File: src/rtl/dsi_pkg.sv
package dsi_pkg;
    localparam int NBITS  = 8;
    localparam int B_DONE = 0;
    localparam int B_BASE = 1;
    localparam int B_BERR = 2;
    localparam int B_IOVR = 3;
    localparam int B_IUDR = 4;
    localparam int B_OOVR = 5;
    localparam int B_OUDR = 6;
    localparam int B_BIAS = 7;

    typedef enum logic [1:0] {
        DR_OFF   = 2'd0,
        DR_RUN   = 2'd1,
        DR_DRAIN = 2'd2
    } drain_st_t;

    typedef enum logic [1:0] {
        BF_EMPTY  = 2'd0,
        BF_HALF_A = 2'd1,
        BF_HALF_B = 2'd2,
        BF_READY  = 2'd3
    } base_st_t;
endpackage

File: src/rtl/dsi_sticky_bit.sv
module dsi_sticky_bit (
    input  logic clk,
    input  logic rst_n,
    input  logic set_i,
    input  logic clr_i,
    output logic q_o
);
    logic q;

    always_ff @(posedge clk) begin
        if (!rst_n)      q <= 1'b0;
        else if (set_i)  q <= 1'b1;
        else if (clr_i)  q <= 1'b0;
    end

    assign q_o = q;

    // hardware set beats a same-cycle clear
    assert_set_wins_R4: assert property (@(posedge clk) disable iff (!rst_n)
        set_i |=> q_o);
    // bit holds until a clear arrives
    assert_sticky_hold_R2: assert property (@(posedge clk) disable iff (!rst_n)
        (q_o && !clr_i) |=> q_o);
    // a clear without a set empties the bit
    assert_clear_takes_R3: assert property (@(posedge clk) disable iff (!rst_n)
        (clr_i && !set_i) |=> !q_o);
endmodule

File: src/rtl/dsi_drain_fsm.sv
module dsi_drain_fsm
    import dsi_pkg::*;
(
    input  logic clk,
    input  logic rst_n,
    input  logic enable_i,
    input  logic frame_end_i,
    output logic done_o
);
    drain_st_t state, state_nx;

    always_ff @(posedge clk) begin
        if (!rst_n) state <= DR_OFF;
        else        state <= state_nx;
    end

    always_comb begin
        state_nx = state;
        done_o   = 1'b0;
        unique case (state)
            DR_OFF: begin
                if (enable_i) state_nx = DR_RUN;
            end
            DR_RUN: begin
                if (!enable_i) state_nx = DR_DRAIN;
            end
            DR_DRAIN: begin
                if (enable_i) begin
                    state_nx = DR_RUN;
                end else if (frame_end_i) begin
                    state_nx = DR_OFF;
                    done_o   = 1'b1;
                end
            end
            default: state_nx = DR_OFF;
        endcase
    end

    // draining is only entered with the enable low
    assert_drain_after_fall_R7: assert property (@(posedge clk) disable iff (!rst_n)
        (state == DR_DRAIN) |-> !$past(enable_i));
    // done leaves the controller off
    assert_done_to_off_R7: assert property (@(posedge clk) disable iff (!rst_n)
        done_o |=> (state == DR_OFF));
    // frame end while running never reports done
    assert_no_done_running_R7: assert property (@(posedge clk) disable iff (!rst_n)
        (state != DR_DRAIN) |-> !done_o);
endmodule

File: src/rtl/dsi_base_flag.sv
module dsi_base_flag
    import dsi_pkg::*;
(
    input  logic clk,
    input  logic rst_n,
    input  logic dual_i,
    input  logic load_a_i,
    input  logic load_b_i,
    input  logic wr_a_i,
    input  logic wr_b_i,
    output logic flag_o
);
    base_st_t state, state_nx;
    logic     clr;

    assign clr = dual_i ? wr_b_i : wr_a_i;

    always_ff @(posedge clk) begin
        if (!rst_n) state <= BF_EMPTY;
        else        state <= state_nx;
    end

    always_comb begin
        state_nx = state;
        unique case (state)
            BF_EMPTY: begin
                if (!dual_i) begin
                    if (load_a_i) state_nx = BF_READY;
                end else if (load_a_i && load_b_i) begin
                    state_nx = BF_READY;
                end else if (load_a_i) begin
                    state_nx = BF_HALF_A;
                end else if (load_b_i) begin
                    state_nx = BF_HALF_B;
                end
            end
            BF_HALF_A: begin
                if (load_b_i || (!dual_i && load_a_i)) state_nx = BF_READY;
            end
            BF_HALF_B: begin
                if (load_a_i) state_nx = BF_READY;
            end
            BF_READY: begin
                if (clr) state_nx = BF_EMPTY;
            end
            default: state_nx = BF_EMPTY;
        endcase
    end

    assign flag_o = (state == BF_READY);

    // one dual-panel load alone never raises the flag
    assert_needs_both_R6: assert property (@(posedge clk) disable iff (!rst_n)
        (state == BF_EMPTY && dual_i && !(load_a_i && load_b_i)) |=> !flag_o);
    // flag persists without its hardware clear
    assert_flag_hold_R5: assert property (@(posedge clk) disable iff (!rst_n)
        (flag_o && !clr) |=> flag_o);
endmodule

File: src/rtl/dpy_status_irq.sv
module dpy_status_irq
    import dsi_pkg::*;
#(
    parameter int DATA_W      = 16,
    parameter int ADDR_W      = 2,
    parameter int ADDR_STATUS = 0,
    parameter int ADDR_MASK   = 1
) (
    input  logic              clk,
    input  logic              rst_n,
    input  logic [ADDR_W-1:0] reg_addr,
    input  logic              reg_wr,
    input  logic [DATA_W-1:0] reg_wdata,
    output logic [DATA_W-1:0] reg_rdata,
    input  logic              ev_in_ovr,
    input  logic              ev_in_udr,
    input  logic              ev_out_ovr,
    input  logic              ev_out_udr,
    input  logic              ev_bias_hit,
    input  logic              ev_bus_err,
    input  logic              ctl_enable,
    input  logic              frame_end,
    input  logic              dual_panel,
    input  logic              base_a_load,
    input  logic              base_b_load,
    input  logic              base_a_wr,
    input  logic              base_b_wr,
    output logic              irq
);
    localparam int NB = NBITS;

    logic [NB-1:0] status;
    logic [NB-1:0] set_vec;
    logic [NB-1:0] clr_vec;
    logic [NB-1:0] mask_q;
    logic [NB-1:0] pending;
    logic          done_pulse;
    logic          base_flag;
    logic          irq_q;
    logic          wr_status;
    logic          wr_mask;
    logic          unused_bits;

    assign wr_status = reg_wr && (reg_addr == ADDR_W'(ADDR_STATUS));
    assign wr_mask   = reg_wr && (reg_addr == ADDR_W'(ADDR_MASK));
    assign clr_vec   = wr_status ? reg_wdata[NB-1:0] : '0;

    always_comb begin
        set_vec         = '0;
        set_vec[B_DONE] = done_pulse;
        set_vec[B_BERR] = ev_bus_err;
        set_vec[B_IOVR] = ev_in_ovr;
        set_vec[B_IUDR] = ev_in_udr;
        set_vec[B_OOVR] = ev_out_ovr;
        set_vec[B_OUDR] = ev_out_udr;
        set_vec[B_BIAS] = ev_bias_hit;
    end

    assign unused_bits = ^{reg_wdata[DATA_W-1:NB], clr_vec[B_BASE], set_vec[B_BASE]};

    dsi_drain_fsm u_drain (
        .clk         (clk),
        .rst_n       (rst_n),
        .enable_i    (ctl_enable),
        .frame_end_i (frame_end),
        .done_o      (done_pulse)
    );

    dsi_base_flag u_base (
        .clk      (clk),
        .rst_n    (rst_n),
        .dual_i   (dual_panel),
        .load_a_i (base_a_load),
        .load_b_i (base_b_load),
        .wr_a_i   (base_a_wr),
        .wr_b_i   (base_b_wr),
        .flag_o   (base_flag)
    );

    for (genvar g = 0; g < NB; g++) begin : g_bit
        if (g == B_BASE) begin : g_flag
            assign status[g] = base_flag;
        end else begin : g_sticky
            dsi_sticky_bit u_bit (
                .clk   (clk),
                .rst_n (rst_n),
                .set_i (set_vec[g]),
                .clr_i (clr_vec[g]),
                .q_o   (status[g])
            );
        end
    end

    always_ff @(posedge clk) begin
        if (!rst_n)       mask_q <= '1;
        else if (wr_mask) mask_q <= reg_wdata[NB-1:0];
    end

    assign pending = status & ~mask_q;

    always_ff @(posedge clk) begin
        if (!rst_n) irq_q <= 1'b0;
        else        irq_q <= |pending;
    end

    assign irq = irq_q;

    always_comb begin
        reg_rdata = '0;
        if (reg_addr == ADDR_W'(ADDR_STATUS))    reg_rdata[NB-1:0] = status;
        else if (reg_addr == ADDR_W'(ADDR_MASK)) reg_rdata[NB-1:0] = mask_q;
    end

    // nothing pending means no request next cycle
    assert_irq_quiet_R8: assert property (@(posedge clk) disable iff (!rst_n)
        (status == '0) |=> !irq);
    // a fully masked register never requests
    assert_irq_masked_R8: assert property (@(posedge clk) disable iff (!rst_n)
        (mask_q == '1) |=> !irq);
    // a status write leaves the base flag alone
    assert_base_ro_R5: assert property (@(posedge clk) disable iff (!rst_n)
        (wr_status && base_flag && !base_a_wr && !base_b_wr) |=> status[B_BASE]);
    // unused addresses read zero
    assert_unused_addr_R9: assert property (@(posedge clk) disable iff (!rst_n)
        (reg_addr > ADDR_W'(ADDR_MASK)) |-> (reg_rdata == '0));
endmodule

File: config.mk
export PLATFORM = sky130hd
export DESIGN_NAME = dpy_status_irq
export DESIGN_NICKNAME = d
export VERILOG_FILES = /design/src/rtl/dsi_pkg.sv /design/src/rtl/dsi_sticky_bit.sv /design/src/rtl/dsi_drain_fsm.sv /design/src/rtl/dsi_base_flag.sv /design/src/rtl/dpy_status_irq.sv
export SDC_FILE = /design/constraint.sdc
export NUM_CORES = 1
export LEC_CHECK = 0
export CORE_UTILIZATION = 42
export CTS_CLUSTER_DIAMETER = 60
export DETAILED_ROUTE_END_ITERATION = 6
export HOLD_SLACK_MARGIN = 0.08
export PLACE_DENSITY = 0.93
export SLEW_MARGIN = 20
export SYNTH_ARGS = -nofsm -noshare
export SYNTH_HDL_FRONTEND = slang
export SYNTH_SLANG_ARGS = --single-unit
File: constraint.sdc
create_clock -name clk -period 1.9 [get_ports clk]
set_input_delay 0.19 -clock clk [delete_from_list [all_inputs] [get_ports clk]]
set_output_delay 0.19 -clock clk [all_outputs]
set_load 0.02 [all_outputs]
## Word-level counts from Yosys, hierarchy flattened

Cells that the tools add are included.

| operators by class | value |
|---|---|
| equal/unequal tests | 12 |
| mux-type cells | 34 |
| bitwise operators | 2 |
| reductions and logical operators | 19 |

Operators by type and width:

| operator | number |
|---|---|
| two-way mux 8 bit | 3 |
| two-way mux 2 bit | 11 |
| two-way mux 1 bit | 18 |
| nonzero test 2 bit | 7 |
| bitwise AND 8 bit | 1 |
| NOT 8 bit | 1 |
| case mux 2 bit (4 select lines) | 1 |
| OR reduction 8 bit | 1 |
| equality test 2 x 1 -> 1 bit, second input constant | 3 |
| equality test 2 bit, second input constant | 3 |
| logical NOT 2 bit | 3 |
| case mux 2 bit (3 select lines) | 1 |
| AND reduction 3 bit | 2 |
| inequality test 5 x 4 -> 1 bit, second input constant | 1 |
| logical AND 1 bit | 4 |
| inequality test 2 x 1 -> 1 bit, second input constant | 2 |
| inequality test 2 bit, second input constant | 2 |
| inequality test 3 bit, second input constant | 1 |
| logical NOT 1 bit | 1 |
| logical OR 1 bit | 1 |

| word-level totals | value |
|---|---|
| register bits after elaboration | 20 |
| output and inout port bits | 17 |
| word-level logic and storage cells | 78 |

## Depth between registers and ports, before layout

| depth | value |
|---|---|
| word-level depth | 5 |
| depth in mapped cells | 4 |
| mapped depth without buffers | 3 |

## Modules after synthesis

Synthesis repeated with hierarchy kept, for this count alone.

| second synthesis, totals | value |
|---|---|
| cells, all modules | 140 |
| area total of the unflattened synthesis | 1271.2 µm² |

Modules (own cells, without submodules):

| module | instances | cells an instance | area an instance (µm²) | seq. area each (µm²) |
|---|---|---|---|---|
| dpy_status_irq | 1 | 85 | 643.1 | 180.2 |
| dsi_sticky_bit | 7 | 3 | 41.3 | 20.0 |
| dsi_base_flag | 1 | 25 | 247.7 | 40.0 |
| dsi_drain_fsm | 1 | 9 | 91.3 | 40.0 |

## Worst setup path after synthesis

No wires, ideal clock.

| timing | value |
|---|---|
| path kind | register to output |
| start point | reg u_base.state[0] |
| end point | out reg_rdata[1] |
| data arrival time | 0.836 ns |
| slack | 0.874 ns |
| cell stages (with the launch flop) | 4 |
| path buffers | 0 |
| cell sequence | dfxtp_1 nand2_1 o21a_1 nor2_1 |

| between the ends | value |
|---|---|
| cells in the longest elaborated chain, start to end | 2 |

RTL lines:

| element | RTL line | source |
|---|---|---|
| start: declaration | dsi_base_flag.sv:13 | `base_st_t state, state_nx;` |
| start signal: assignment | dsi_base_flag.sv:20 | `else state <= state_nx;` |
| equality test 2 bit | dsi_base_flag.sv:50 | `assign flag_o = (state == BF_READY);` |
| two-way mux 8 bit | dpy_status_irq.sv:110 | `if (reg_addr == ADDR_W'(ADDR_STATUS)) reg_rdata[NB-1:0] = status;` |
| end: declaration | dpy_status_irq.sv:14 | `output logic [DATA_W-1:0] reg_rdata,` |

No other way between the ends.

## Final worst setup path

| timing | value |
|---|---|
| start point | in reg_addr[0] |
| end point | out reg_rdata[3] |

| between the ends | value |
|---|---|
| cells in the longest elaborated chain, start to end | 3 |
| elaborated cells between the ends (all ways) | 4 |
| those cells by class | eq/ne (1); mux (2); reduce/logical (1) |

RTL lines:

| element | RTL line | source |
|---|---|---|
| start: declaration | dpy_status_irq.sv:11 | `input logic [ADDR_W-1:0] reg_addr,` |
| equality test 2 x 1 -> 1 bit | dpy_status_irq.sv:111 | `else if (reg_addr == ADDR_W'(ADDR_MASK)) reg_rdata[NB-1:0] = mask_q;` |
| two-way mux 8 bit | dpy_status_irq.sv:111 |  |
| two-way mux 8 bit * | dpy_status_irq.sv:110 |  |

Mark *: on every way between the ends. The rest lies on a longest branch, timed or not.

==> out/results.tsv <==
metric	value	unit
Setup TNS	0	ns
CP top delay family	buffers and inverters	
Largest stage delay, worst path	0.61	ns
CP bufs+invs	3	
area growth from synthesis to layout	41.5	%
RSZ-0062 raised after global routing	false	
# IOs	51	
dpl cells	178	
Routed wire per std cell	11.5	um
fin crit share	96.4	%
Cell Chain, Critical Path	clkdlybuf4s50_1 -> buf_12 -> mux2i_1 -> nor2_1 -> clkdlybuf4s50_1	
Mapped Area	998	um2
port bufs	34	
CTS sink cnt	20	
final std cells w/o fill	182	
drt pass-1 iters	4	
crit path max fanout	12	
RePlAce Congestion	0.802	
fmax	546	MHz
row cnt	17	
Via density	4.93	
Max-Cap Viols	0	
Netlist cell types	26	
ant diodes	0	
pwr dens	723	mW/mm2
status	completed	
Mapped Cells	118	
hpwl dp	1.62	mm
final hold violations	0	
synthesis-stage register bit count	20	
crit path DAT	1.64	ns
number of setup buffers added after CTS	0	
most frequent CP cell	clkdlybuf4s50_1	
final-report max-slew violation count	0	
WL final	2.10	mm
Tmin final	1.83	ns
global-route wire length before repair	3.39	mm
largest net degree at the start of global routing	20	
Die Area	0.00258	mm2
fraction of registers with async set/reset	0	%
TritonCTS buffer count	3	
nets	189	
kind of critical path	input port to output pin	
Post-synth EDFFs	0	
DRC viols	0	
TritonCTS clock tree	yes	
gr usage total	17.7	%
Hold Buf Count CTS	0	
WP data required	1.71	ns
Clock Latency Late Sink	0.30	ns
worst hold path type	input port to flip-flop	
Clock Skews	0.00476	ns
CP Capture Type	output pin	
CP Launch Type	input port	
Final Core Density	63.2	%
Pwr Total	0.00102	W
Core ar.	0.00223	mm2
GRT Residual Overflow	0	
total number of vias	898	
CTS resizes	0	
antenna violations before repair	0	
Ys Warns	0	
Setup-failing EPs final	0	
antenna-violating nets left	0	
clock input transition at the sequential cells of the worst setup and hold paths	0.11	ns
Initial Utilization	44.7	%
die width	50.8	um
CP max-delay cell	clkdlybuf4s50_1	
clk buf depth	2	
H-tree Lvls	1	
maximum vdd drop	0.646	mV
Seq/Total Area, Yosys	40.1	%
Mapped Avg Cell Area	8.46	um2
Root Buffer	clkbuf_4	
number of global-route vias before repair	816	
Pleak	0.662	nW
Post-synth top flop	dfxtp_1	
chip height	50.8	um
layout cells sized above 1	6.49	%
initial DRC count	13	
[layer usage]
metal,wire length [um],global-route usage (%),vias to the layer above
li1,-,-,456
met1,861,21.5,410
met2,1090,30.9,30
met3,128,4.55,2
met4,19,4.17,0
met5,0,0,-
[registers in the layout, indices dropped and copies added, names as in the netlist]
name	flops
g_bit.g_sticky.u_bit.q_o	7
irq	1
mask_q	8
u_base.state	2
u_drain.state	2
[area by class of cell]
class / instances / area, um2
clock buffers: 3 / 22.5
fillers: 192 / 821
clock inverters: 1 / 30.0
multi-input cells: 88 / 517
well taps: 28 / 35.0
repair buffers: 38 / 393
inverters: 4 / 15.0
flip-flops and latches: 20 / 400
[power breakdown]
group	switching, W	leakage, nW	internal (W)	total, W
Clock	0.000132	0.0279	0.000213	0.000345
Sequential	0.0000157	0.166	0.000445	0.000461
Combinational	0.0000994	0.468	0.000117	0.000216
Total	0.000247	0.662	0.000775	0.00102
[cells in the final DEF, fill, tap and decap left out]
cell,instances
dfxtp_1,20
bufinv_16,1
clkbuf_4,3
nor3b_4,1
o31a_1,1
dlymetal6s2s_1,4
a21boi_1,5
nor3b_1,2
o21ai_1,1
o21ai_0,1
buf_4,3
clkdlybuf4s50_1,30
nand2b_1,4
o2111ai_1,1
and3b_1,1
nand3b_2,1
nand3_1,8
nor2b_1,1
nor2_1,10
nor4b_1,1
mux2i_1,8
buf_12,1
nand2_1,19
o221ai_1,1
a21oi_1,6
conb_1,8
o21a_1,8
inv_1,4
[tightest hold or removal path, stage by stage]
cell,delay (ns)
clkdlybuf4s50_1,0.39
o21ai_0,0.07
a21oi_1,0.07
[cell usage after synthesis, types with 2 or more instances]
cell type	number	share of area [%]
buf_4	9	6.8
a21oi_1	6	3.0
a21boi_1	5	3.8
nor3b_1	2	1.5
nand2_1	19	7.1
buf_2	2	1.0
dfxtp_1	20	40
o21a_1	8	6.0
inv_1	4	1.5
mux2i_1	8	8.0
nor2_1	10	3.8
nand3_1	8	4.0
nand2b_1	4	2.5
[final timing paths]
path / startpoint / end / slack, ns / depth (start not counted)
max: reg_addr[0] / reg_rdata[3] / 0.07 / 5
min: base_b_load / u_base.state[1]$_SDFFE_PN0P_ / 0.46 / 3
max reg2reg: mask_q[5]$_SDFFE_PN1P_ / irq$_SDFF_PN0_ / 0.92 / 3
min reg2reg: u_drain.state[1]$_SDFFE_PN0P_ / u_drain.state[0]$_SDFFE_PN0P_ / 0.47 / 1
[cells by family after synthesis]
logic type	synth area share, %
DFF	40.1
buffers and inverters	10.8
other	0.376
muxes	8.02
AOI/OAI and AO/OA	16.4
and+or+nand+nor	24.3
[metrics by stage]
step	instance area (um2)	hold slack, ns	worst slack [ns]
finish	1410	0.457	0.0677
global route	1410	0.459	0.00368
CTS	1400	0.457	0.00297
detailed placement	1350	0.450	0.00782
global placement	1350	0.427	0.0220
floorplan	1020	0.266	0.874
Note: power is estimated with default switching activity, not from simulation.
